$ cat src/rtl/sat_clamp_pkg.sv
// Package: shared constants, width-code type and mode encoding for the
// saturating clamp unit. Assumes four element widths, doubling from 8 bits.
package sat_clamp_pkg;
    localparam int EW_CODE_W  = 2;
    localparam int EW_COUNT   = 1 << EW_CODE_W;
    localparam int MIN_ELEM_W = 8;
    localparam int MAX_ELEM_W = MIN_ELEM_W << (EW_COUNT - 1);
    localparam int GUARD_W    = 2;
    localparam int RES_W      = MAX_ELEM_W + GUARD_W;
    localparam int CARRY_W    = 2;
    localparam int MODE_W     = 5;

    typedef logic [EW_CODE_W-1:0] ew_code_t;

    typedef enum logic [1:0] {
        SEL_PLAIN  = 2'b00,
        SEL_FIRST  = 2'b01,
        SEL_SAT    = 2'b10,
        SEL_PRED   = 2'b11
    } mode_sel_e;

    // Element width in bits for a width code.
    function automatic int ew_bits(input int code);
        return MIN_ELEM_W << code;
    endfunction
endpackage

$ cat src/rtl/sat_opwidth.sv
// Operation-width stage: picks the wider of source and destination widths
// and sign-extends the guarded field of that width to the full result bus.
// Assumes the caller places the exact result right-aligned in raw_res.
module sat_opwidth
    import sat_clamp_pkg::*;
#(
    parameter int RW = RES_W
) (
    input  ew_code_t              src_ew,
    input  ew_code_t              dst_ew,
    input  logic [RW-1:0]         raw_res,
    output ew_code_t              op_ew,
    output logic signed [RW-1:0]  op_val
);
    logic [RW-1:0] ext_by_code [EW_COUNT];

    // Choose the wider of the two element widths.
    always_comb begin
        op_ew = (src_ew > dst_ew) ? src_ew : dst_ew;
    end

    // One sign-extender per supported operation width.
    for (genvar k = 0; k < EW_COUNT; k++) begin : g_ext
        localparam int FW = ew_bits(k) + GUARD_W;
        if (FW < RW) begin : g_narrow
            assign ext_by_code[k] = {{(RW-FW){raw_res[FW-1]}}, raw_res[FW-1:0]};
        end else begin : g_full
            assign ext_by_code[k] = raw_res;
        end
    end

    // Select the extension matching the operation width.
    always_comb begin
        op_val = $signed(ext_by_code[op_ew]);
    end
endmodule

$ cat src/rtl/sat_bounds.sv
// Limit generator: derives the upper and lower clamp bounds and the wrap
// mask for the destination width, in signed or unsigned flavour.
// Assumes the result bus is at least two bits wider than any element.
module sat_bounds
    import sat_clamp_pkg::*;
#(
    parameter int RW = RES_W
) (
    input  ew_code_t              dst_ew,
    input  logic                  signed_mode,
    output logic signed [RW-1:0]  bound_hi,
    output logic signed [RW-1:0]  bound_lo,
    output logic [RW-1:0]         wrap_mask
);
    logic [RW-1:0] u_hi_by_code [EW_COUNT];
    logic [RW-1:0] s_hi_by_code [EW_COUNT];
    logic [RW-1:0] s_lo_by_code [EW_COUNT];

    // Constant limits for each destination width.
    for (genvar k = 0; k < EW_COUNT; k++) begin : g_lim
        localparam int W = ew_bits(k);
        assign u_hi_by_code[k] = {{(RW-W){1'b0}}, {W{1'b1}}};
        assign s_hi_by_code[k] = {{(RW-W+1){1'b0}}, {(W-1){1'b1}}};
        assign s_lo_by_code[k] = {{(RW-W+1){1'b1}}, {(W-1){1'b0}}};
    end

    // Pick the limits for the requested width and signedness.
    always_comb begin
        wrap_mask = u_hi_by_code[dst_ew];
        if (signed_mode) begin
            bound_hi = $signed(s_hi_by_code[dst_ew]);
            bound_lo = $signed(s_lo_by_code[dst_ew]);
        end else begin
            bound_hi = $signed(u_hi_by_code[dst_ew]);
            bound_lo = '0;
        end
    end
endmodule

$ cat src/rtl/sat_judge.sv
// Clamp decision: compares the operation value against the bounds, forms
// the clamped or wrapped element and reports whether a clamp happened.
// Assumes bounds already carry the correct extension in their upper bits.
module sat_judge
    import sat_clamp_pkg::*;
#(
    parameter int RW = RES_W,
    parameter int EW = MAX_ELEM_W
) (
    input  logic signed [RW-1:0] op_val,
    input  logic signed [RW-1:0] bound_hi,
    input  logic signed [RW-1:0] bound_lo,
    input  logic [RW-1:0]        wrap_mask,
    input  logic                 sat_en,
    output logic [EW-1:0]        elem,
    output logic                 clamped
);
    logic          above_hi;
    logic          below_lo;
    logic [EW-1:0] sat_val;
    logic [EW-1:0] wrap_val;

    // Signed magnitude comparison against both limits.
    always_comb begin
        above_hi = op_val > bound_hi;
        below_lo = op_val < bound_lo;
    end

    // Clamp to whichever bound was crossed, else keep the value.
    always_comb begin
        if (above_hi) begin
            sat_val = bound_hi[EW-1:0];
        end else if (below_lo) begin
            sat_val = bound_lo[EW-1:0];
        end else begin
            sat_val = op_val[EW-1:0];
        end
    end

    // Wrap to the destination width for non-saturating modes.
    always_comb begin
        wrap_val = op_val[EW-1:0] & wrap_mask[EW-1:0];
    end

    // Final element and clamp indication.
    always_comb begin
        elem    = sat_en ? sat_val : wrap_val;
        clamped = sat_en & (above_hi | below_lo);
    end
endmodule

$ cat src/rtl/sat_clamp_unit.sv
// Top: saturating element result clamp with one register stage.
// Decodes the mode field, flags saturation with overflow-enable as illegal,
// clears carries under saturation and registers all outputs.
// Assumes the lane supplies the exact result with two guard bits.
module sat_clamp_unit
    import sat_clamp_pkg::*;
(
    input  logic                  clk,
    input  logic                  rst_n,
    input  logic                  in_valid,
    input  logic [RES_W-1:0]      in_result,
    input  logic [EW_CODE_W-1:0]  in_src_ew,
    input  logic [EW_CODE_W-1:0]  in_dst_ew,
    input  logic [MODE_W-1:0]     in_mode,
    input  logic                  in_rc,
    input  logic                  in_oe,
    input  logic [CARRY_W-1:0]    in_carry,
    output logic                  out_valid,
    output logic [MAX_ELEM_W-1:0] out_elem,
    output logic                  out_cr_ov,
    output logic [CARRY_W-1:0]    out_carry,
    output logic                  out_illegal
);
    mode_sel_e                mode_sel;
    logic                     sat_en;
    logic                     signed_mode;
    logic                     illegal;
    logic                     unused_zero_flags;
    ew_code_t                 op_ew;
    logic signed [RES_W-1:0]  op_val;
    logic signed [RES_W-1:0]  bound_hi;
    logic signed [RES_W-1:0]  bound_lo;
    logic [RES_W-1:0]         wrap_mask;
    logic [MAX_ELEM_W-1:0]    elem;
    logic                     clamped;
    logic                     unused_op_ew;

    // Decode the mode field; zeroing flags are not used by this unit.
    always_comb begin
        mode_sel          = mode_sel_e'(in_mode[4:3]);
        sat_en            = (mode_sel == SEL_SAT);
        signed_mode       = in_mode[2];
        illegal           = sat_en & in_oe;
        unused_zero_flags = ^in_mode[1:0];
        unused_op_ew      = ^op_ew;
    end

    sat_opwidth #(.RW(RES_W)) u_opw (
        .src_ew  (in_src_ew),
        .dst_ew  (in_dst_ew),
        .raw_res (in_result),
        .op_ew   (op_ew),
        .op_val  (op_val)
    );

    sat_bounds #(.RW(RES_W)) u_bnd (
        .dst_ew      (in_dst_ew),
        .signed_mode (signed_mode),
        .bound_hi    (bound_hi),
        .bound_lo    (bound_lo),
        .wrap_mask   (wrap_mask)
    );

    sat_judge #(.RW(RES_W), .EW(MAX_ELEM_W)) u_jdg (
        .op_val    (op_val),
        .bound_hi  (bound_hi),
        .bound_lo  (bound_lo),
        .wrap_mask (wrap_mask),
        .sat_en    (sat_en),
        .elem      (elem),
        .clamped   (clamped)
    );

    // Output register stage with synchronous active-low reset.
    always_ff @(posedge clk) begin
        if (!rst_n) begin
            out_valid   <= 1'b0;
            out_elem    <= '0;
            out_cr_ov   <= 1'b0;
            out_carry   <= '0;
            out_illegal <= 1'b0;
        end else begin
            out_valid   <= in_valid;
            out_elem    <= illegal ? '0 : elem;
            out_cr_ov   <= in_rc & clamped & ~illegal;
            out_carry   <= sat_en ? '0 : in_carry;
            out_illegal <= illegal;
        end
    end
endmodule

$ cat config.mk
export PLATFORM = sky130hd
export DESIGN_NAME = sat_clamp_unit
export DESIGN_NICKNAME = d
export VERILOG_FILES = /design/src/rtl/sat_clamp_pkg.sv /design/src/rtl/sat_opwidth.sv /design/src/rtl/sat_bounds.sv /design/src/rtl/sat_judge.sv /design/src/rtl/sat_clamp_unit.sv
export SDC_FILE = /design/constraint.sdc
export NUM_CORES = 1
export LEC_CHECK = 0
export ABC_AREA = 1
export BUFFER_PORTS_ARGS = -buffer_cell sky130_fd_sc_hd__buf_4
export CAP_MARGIN = 20
export CORE_UTILIZATION = 57
export CTS_BUF_LIST = sky130_fd_sc_hd__clkbuf_16
export DETAILED_ROUTE_END_ITERATION = 6
export PLACE_DENSITY_LB_ADDON = 0.1
export SETUP_SLACK_MARGIN = 0.1
export SLEW_MARGIN = 5
export SYNTH_ARGS = -nofsm -noshare
export SYNTH_HDL_FRONTEND = slang
export SYNTH_SLANG_ARGS = --single-unit
$ cat constraint.sdc
create_clock -name clk -period 4.9 [get_ports clk]
set_clock_uncertainty 0.15 [all_clocks]
set_input_delay 0.49 -clock clk [delete_from_list [all_inputs] [get_ports clk]]
set_output_delay 0.49 -clock clk [all_outputs]
set_load 0.005 [all_outputs]
==> qor.yml, run 1 <==
cp.buffers_inverters: 6
arrival_ns: 4.55
cp_top_family: "simple AND/OR/NAND/NOR gates"
dp_hpwl_mm: 14.2
hold_buffers: 0
root_buffer: "clkbuf_16"
end_kind: "flop"
crit_path_max_fanout: 32
min_path_type: "input port to flop"
drc_errors: 0
tritoncts: "done"
rsz0062_at_grt: "true"
vias: 7620
fin_cells: 1419
drt-pass1-iter-count: 5
routabilityCongestion: 0.911
syn_area_um2: 7430
yosysTopAreaCellShare_pct: 28.8
min_from: "in_valid"
cpMostUsedCell: "nand2_1"
setup_ws_ns: 0.484
pre_cts_ws_ns: 0.0865
die_y_um: 116
antenna_found_initial: 0
grt_max_degree: 64
grt_remaining_overflow: 0
cp_slowest_cell: "ha_1"
synth_area_leaders: "ha_1 (29%), dfxtp_1 (19%), nand2_1 (13%)"
clk_pin_slew_worst_paths_ns: 0.06
worstPathRequired_ns: 5.03
clkSinkCount: 69
numCtsBuffers: 9
ys_ff_latch: 69
drt_iter0_markers: 662
slew_violations: 0
grt_pass1_vias: 6755
cts.htree.levels: 3
grt_pass1_wl_mm: 32.2
place_area_um2: 8720
die_x_um: 116
syn_nets: 1361
ys_seq_area_share_pct: 18.6
dieArea_um2: 13500
fin_tns_setup_ns: 0
numPortBuffers: 148
rows: 41
dp.cells: 1403
fin_util_pct: 71.6
ys_types: 40
avgSynthCellArea_um2: 6.70
final_nets: 1495
yosysTopAreaCell: "ha_1"
cpPeakStageDelay_ns: 0.36
p_per_area_nw_per_um2: 272
yosysWarnings: 0
wl_mm: 19.8
start_util_pct: 58.6
grt_util_all_layers_pct: 30.3
finalWorstPathRequiredPeriod_ns: 4.42
antenna_left: 0
core_area_um2: 12700
routed_via_density: 5.37
post-route-period-util_pct: 90.1
ir_drop_uv: 150
p_leak_uw: 0.00486
maxSlewHeadroom_pct: 46.9
max_freq_mhz: 226
n_antenna_cell: 0
cp-startpoint: "in_dst_ew[1]"
wl_per_cell_um: 14.0
start_kind: "input port"
final_area_um2: 9070
max-cap-violations: 0
clockBufferDepth: 2
drive_above_1_share_pct: 17.8
hold_viol_final: 0
synthCells: 1108
setup_violations: 0
pin_count: 151
area_growth_pct: 22.1
tightest_slew_ns: 0.795
worstSetupPathType: "input port to flop"
status: "finished clean"
-- worst paths after layout --
kind / endpoint / slack (ns) / cells after the start
min: out_valid$_SDFF_PN0_ / 0.17 / 3
max: out_elem[19]$_SDFF_PP0_ / 0.48 / 28
-- per-stage QoR --
step / hold WS [ns] / total power [uW]
2_1_floorplan: 0.433 / 1440
3_3_place_gp: 0.520 / 1740
3_5_place_dp: 0.526 / 1770
4_1_cts: 0.163 / 2460
5_1_grt: 0.201 / 2680
6_report: 0.172 / 2470
-- sequential cells by signal, indices dropped and copies added (netlist names) --
signal,count
out_illegal,1
out_carry,2
out_cr_ov,1
out_valid,1
out_elem,64
-- routing by layer --
metal	GRT usage, %	wire length, um	share of wire, %	vias to the layer above
li1	-	-	-	3918
met4	13.5	592	3.0	0
met3	4.10	1280	6.4	42
met2	48.7	9040	46	264
met5	0	0	0	-
met1	40.4	8920	45	3396
-- where the power goes --
part	internal [uW]	switching (uW)
Combinational	458	713
Clock	402	281
Sequential	606	11.5
-- repair_timing --
item	4_1_cts	5_1_grt
setup buffers	0	0
setup endpoints to repair	0	37
resized for setup	0	7
-- cell usage after synthesis, drive strengths merged --
cell type and instances:
inv 104, buf 23, a21oi 116, nor4 4
nand3 23, o21ai 132, nor3 3, nor2 149
a21o 1, o21a 4, o21bai 1, o211ai 4
nand4 10, or3 1, a31oi 1, clkbuf 24
clkinv 1, dfxtp 69, nand2 263, nand3b 1
ha 171, o22ai 1, nor3b 2
-- cell type report --
class	instances	area, um^2
Tap cell	172	215
Timing Repair Buffer	170	1330
Clock inverter	7	83.8
Sequential cell	69	1380
Fill cell	1124	3600
Inverter	105	402
Multi-Input combinational cell	887	5430
Clock buffer	9	225
-- cell usage in the layout (no fill, tap or decap), drive strengths merged, types with 10 or more instances in the layout --
cell	synthesis	final
o21ai	132	132
a21oi	116	116
inv	104	106
nand3	23	23
nand4	10	10
buf	23	170
ha	171	171
nand2	263	263
nor2	149	149
dfxtp	69	69
-- logic make-up (layout without fill, tap and decap cells) --
group | count (synthesis) | in the layout | synth area share (%)
simple gates | 456 | 456 | 25.3
compound gates | 260 | 260 | 18.6
fa+ha+maj | 171 | 171 | 28.8
buf+inv | 152 | 291 | 8.64
flops | 69 | 69 | 18.6
-- worst min-delay path, stage by stage --
cell and delay (ns):
buf_4 0.07, nand2_1 0.04, inv_1 0.04
(Power assumes the default switching activity.)
==> inputs of run 2 (changes only) <==
- CORE_UTILIZATION: 57 -> 58
- CTS_BUF_LIST: sky130_fd_sc_hd__clkbuf_16 -> sky130_fd_sc_hd__clkbuf_8
- GPL_ROUTABILITY_DRIVEN: not set -> 0
- clock period: 4.9 -> 4.88 ns (I/O delays scaled with it)
==> qor.yml, run 2 (synthesis gave the netlist of run 1 again) <==
worstSetupPathType: "input port to flop"
rsz0062_at_grt: "false"
n_antenna_cell: 0  # unchanged
maxSlewHeadroom_pct: 45.2  # -1.7 points
wl_met1_mm: 8.93  # +0.11%
slew_violations: 0  # unchanged
post-route-period-util_pct: 89.0
crit_path_max_fanout: 38  # +19%
top_layer: "met4"
grt_pass1_wl_mm: 32.3  # +0.11%
tightest_slew_ns: 0.820  # +0.0249 ns
numPortBuffers: 148  # unchanged
worstHoldEndpoint: "out_valid$_SDFF_PN0_"
end_kind: "flop"
max-cap-violations: 0  # unchanged
final_nets: 1491  # -0.27%
hold_buffers: 0  # unchanged
finalWorstPathRequiredPeriod_ns: 4.34
cts.htree.levels: 3  # unchanged
antenna_found_initial: 0  # unchanged
min_from: "in_valid"
fin_cells: 1411  # -0.56%
drt_iter0_markers: 584  # -12%
antenna_left: 0  # unchanged
drt-pass1-iter-count: 5  # unchanged
root_buffer: "clkbuf_8"
finalPower_uw: 2280  # -7.8%
tritoncts: "done"
dr_wl_met3_mm: 1.10  # -14%
grt_max_degree: 54  # -16%
p_leak_uw: 0.00480  # -1.4%
clk_pin_slew_worst_paths_ns: 0.09  # +0.03 ns
vias: 7545  # -0.98%
wl_per_cell_um: 13.7  # -1.8%
hold_depth: 3  # unchanged
final_area_um2: 8910  # -1.7%
start_util_pct: 60.6  # +2.0 points
dp.cells: 1393  # -0.71%
largest_register_ff_count: 64  # unchanged
setup_violations: 0  # unchanged
die_y_um: 115  # -0.85%
setup_ws_ns: 0.539  # +0.0546 ns
start_kind: "input port"
most-common-layout-cells: "nand2_1 (255), ha_1 (171), buf_4 (163), nor2_1 (146), o21ai_0 (125)"
die_x_um: 115  # -0.85%
area_growth_pct: 20.0
arrival_ns: 4.51  # -0.04 ns
wl_mm: 19.4  # -2.4%
min_path_type: "input port to flop"
worstPathRequired_ns: 5.05  # +0.02 ns
max_freq_mhz: 230
cp-startpoint: "in_dst_ew[1]"
status: "finished clean"
clkSinkCount: 69  # unchanged
reg.largest.list: "out_elem: 64 flops, out_carry: 2 flops"
rows: 40  # -2.4%
n_fill_cell: 1062  # -5.5%
p_per_area_nw_per_um2: 255  # -6.2%
top_register: "out_elem"
fin_tns_setup_ns: 0  # unchanged
pin_count: 151  # unchanged
layout_commonest_cell: "nand2_1"
pre_cts_ws_ns: 0.0453  # -0.0412 ns
wl_met2_mm: 8.80  # -2.7%
grt_util_all_layers_pct: 30.5  # +0.22 points
drive_above_1_share_pct: 17.5  # -0.26 points
drc_errors: 0  # unchanged
hold_viol_final: 0  # unchanged
clockBufferDepth: 2  # unchanged
dieArea_um2: 13300  # -1.7%
ir_drop_uv: 176  # +17%
place_area_um2: 8670  # -0.57%
dp_hpwl_mm: 13.9  # -2.4%
grt_pass1_vias: 6813  # +0.86%
numCtsBuffers: 9  # unchanged
core_area_um2: 12300  # -3.2%
routed_via_density: 5.35  # -0.42%
grt_remaining_overflow: 0  # unchanged
## run 2: how the worst max path moves through the flow
| stage | cells after the start | slack (ns) | to |
|---|---|---|---|
| floorplan | 19 | 0.68 | out_elem[21]$_SDFF_PP0_ |
| global placement | 27 | 0.14 | out_elem[17]$_SDFF_PP0_ |
| finish | 28 | 0.54 | out_elem[13]$_SDFF_PP0_ |
| detailed placement | 29 | 0.05 | out_elem[17]$_SDFF_PP0_ |
| global route | 28 | 0.14 | out_elem[13]$_SDFF_PP0_ |
| CTS | 29 | 0.46 | out_elem[17]$_SDFF_PP0_ |
## run 2: area by class of cell
type	instances	area [um^2]	share of cell area [%]
Multi-Input combinational cell	887	5430	60.9
Sequential cell	69	1380	15.5
Clock inverter	7	83.8	0.940
Tap cell	168	210	2.36
Timing Repair Buffer	166	1280	14.4
Clock buffer	9	124	1.39
Inverter	105	407	4.56
## run 2: repair_timing
action                                 in CTS  in global routing
gates resized for setup                     0                  4
setup endpoints to repair                   0                 53
endpoints found under the hold margin       0                  0
buffers inserted                            0                  2
## run 2: report_power, final
group          switching [uW]  leakage [uW]  internal [uW]
registers                12.2      0.000569            608
logic                     702       0.00412            449
clock network             262      0.000102            244
## run 2: critical path, stage by stage
cell      delay [ns]
buf_4           0.12
inv_2           0.08
ha_1            0.24
o22ai_1         0.24
o21ai_2         0.13
o211ai_2        0.47
buf_12          0.27
o21ai_0         0.11
inv_1           0.13
ha_1            0.16
nand2_1         0.07
nor2_1          0.14
nand2_1         0.09
nor2_2          0.18
nand2_1         0.07
nor2_1          0.13
nor2_1          0.05
nand3_1         0.08
nand2_1         0.05
nand2_1         0.06
nand2_1         0.05
nand2_1         0.06
nand2_1         0.08
nand2_4         0.11
nand2_8         0.10
o21ai_1         0.49
nor2_1          0.11
nor2_1          0.14
## run 2: stage by stage
stage / util (%) / hold WS, ns
floorplan: - / 0.431
global placement: 70.7 / 0.520
detailed placement: 70.7 / 0.554
CTS: 72.4 / 0.142
global route: 72.7 / 0.156
finish: 72.7 / 0.148
## run 2: metal layers
layer | up-vias | track usage [%]
li1 | 3905 | -
met1 | 3350 | 41.0
met2 | 248 | 48.9
met3 | 42 | 3.37
met4 | 0 | 14.3
met5 | - | 0
==> inputs of run 3 (changes only) <==
- GPL_ROUTABILITY_DRIVEN: 0 -> not set
- PLACE_DENSITY_LB_ADDON: 0.1 -> 0.25
==> qor.yml, run 3 (synthesis gave the netlist of run 1 again) <==
final_nets: 1490  # -0.067%
start_util_pct: 60.6  # unchanged
cp-startpoint: "in_dst_ew[1]"
top_register: "out_elem"
hold_viol_final: 0  # unchanged
rsz0062_at_grt: "true"
drc_errors: 0  # unchanged
slew_violations: 0  # unchanged
layout_commonest_cell: "nand2_1"
routabilityCongestion: 0.915
grt_pass1_vias: 6842  # +0.43%
fin_cells: 1410  # -0.071%
cts_setup_buffers: 0  # unchanged
grt_pass1_wl_mm: 32.1  # -0.49%
maxSlewHeadroom_pct: 58.9  # +14 points
vias: 7650  # +1.4%
root_buffer: "clkbuf_8"
tightest_slew_ns: 0.616  # -0.204 ns
finalWorstPathRequiredPeriod_ns: 4.33  # -0.0121 ns
dp_hpwl_mm: 13.8  # -0.11%
rows: 40  # unchanged
grt_remaining_overflow: 0  # unchanged
drt_iter0_markers: 650  # +11%
dieArea_um2: 13300  # unchanged
fin_tns_setup_ns: 0  # unchanged
grt_max_degree: 54  # unchanged
numPortBuffers: 148  # unchanged
area_growth_pct: 20.4
cpMostUsedCell: "nand2_1"
most-common-layout-cells: "nand2_1 (255), ha_1 (171), buf_4 (162), nor2_1 (146), o21ai_0 (125)"
cp_slowest_cell: "ha_1"
reg.largest.list: "out_elem: 64 flops, out_carry: 2 flops"
post-route-period-util_pct: 88.7  # -0.25 points
max_freq_mhz: 231  # +0.28%
core_area_um2: 12300  # unchanged
drt-pass1-iter-count: 5  # unchanged
worstSetupPathType: "input port to flop"
die_y_um: 115  # unchanged
crit_path_max_fanout: 32  # -16%
cts.htree.levels: 3  # unchanged
numCtsBuffers: 9  # unchanged
wl_per_cell_um: 14.0  # +1.7%
drive_above_1_share_pct: 17.6  # about the same
start_kind: "input port"
dp.cells: 1394  # +0.072%
setup_violations: 0  # unchanged
max-cap-violations: 0  # unchanged
p_leak_uw: 0.00480  # +0.17%
cpPeakStageDelay_ns: 0.27  # -0.22 ns
antenna_left: 0  # unchanged
routed_via_density: 5.43  # +1.5%
largest_register_ff_count: 64  # unchanged
clk_pin_slew_worst_paths_ns: 0.09  # about the same
status: "finished clean"
clockBufferDepth: 2  # unchanged
wl_mm: 19.7  # +1.6%
tritoncts: "done"
antenna_found_initial: 0  # unchanged
n_antenna_cell: 0  # unchanged
pin_count: 151  # unchanged
die_x_um: 115  # unchanged
grt_util_all_layers_pct: 30.5  # -0.049 points
worstPathRequired_ns: 5.05  # about the same
clkSinkCount: 69  # unchanged
end_kind: "flop"
min_path_type: "input port to flop"
p_per_area_nw_per_um2: 266  # +4.2%
cp-endpoint: "out_elem[17]$_SDFF_PP0_"
ir_drop_uv: 173  # -1.5%
arrival_ns: 4.50  # about the same
-- run 3: worst min-delay path by stage --
| stage | start | slack (ns) | endpoint | cells after the start |
|---|---|---|---|---|
| floorplan | rst_n | 0.43 | out_valid$_SDFF_PN0_ | 2 |
| global placement | in_valid | 0.52 | out_valid$_SDFF_PN0_ | 3 |
| detailed placement | in_valid | 0.54 | out_valid$_SDFF_PN0_ | 3 |
| CTS | in_valid | 0.13 | out_valid$_SDFF_PN0_ | 3 |
| global route | in_valid | 0.14 | out_valid$_SDFF_PN0_ | 3 |
| finish | in_valid | 0.13 | out_valid$_SDFF_PN0_ | 3 |
-- run 3: timing repair --
item,in CTS,in global routing
resized for setup,0,5
hold buffers,0,0
hold endpoints to repair,0,0
endpoints found under the setup margin,0,55
-- run 3: stage by stage --
step | total power [uW] | area [um^2] | utilization (%) | hold slack [ns] | setup WS, ns
6_report | 2380 | 8950 | 73.0 | 0.133 | 0.551
5_1_grt | 2570 | 8950 | 73.0 | 0.142 | 0.0882
4_1_cts | 2370 | 8920 | 72.8 | 0.134 | 0.426
3_5_place_dp | 1770 | 8680 | 70.8 | 0.538 | 0.0317
3_3_place_gp | 1730 | 8680 | 70.8 | 0.519 | 0.102
2_1_floorplan | 1450 | 7430 | - | 0.431 | 0.675
-- run 3: final cells by class --
type,instances,area [um^2]
clock buffer,9,124
clock inverter,7,123
fill,998,3310
inverter,105,404
multi-input combinational,887,5440
sequential,69,1380
tap,168,210
timing repair buffer,165,1270
-- run 3: power breakdown --
part | switching [uW] | internal, uW | total (uW)
sequential | 11.6 | 608 | 619
clock | 261 | 342 | 603
combinational | 713 | 446 | 1160
-- run 3: worst max-delay path: cells and delay by family --
| family | cells | cell delay, ns |
|---|---|---|
| adder cells (fa/ha/maj) | 2 | 0.45 |
| AND/OR/NAND/NOR | 13 | 1.22 |
| AO/OA/AOI/OAI | 7 | 1.25 |
| buffers and inverters | 7 | 1.06 |
-- run 3: routing by layer --
layer / global-route usage, % / wire [um] / part of all wire (%)
met5: 0 / 0 / 0
met4: 12.8 / 509 / 2.6
met3: 5.64 / 1440 / 7.3
met2: 49.5 / 9070 / 46
met1: 39.6 / 8650 / 44
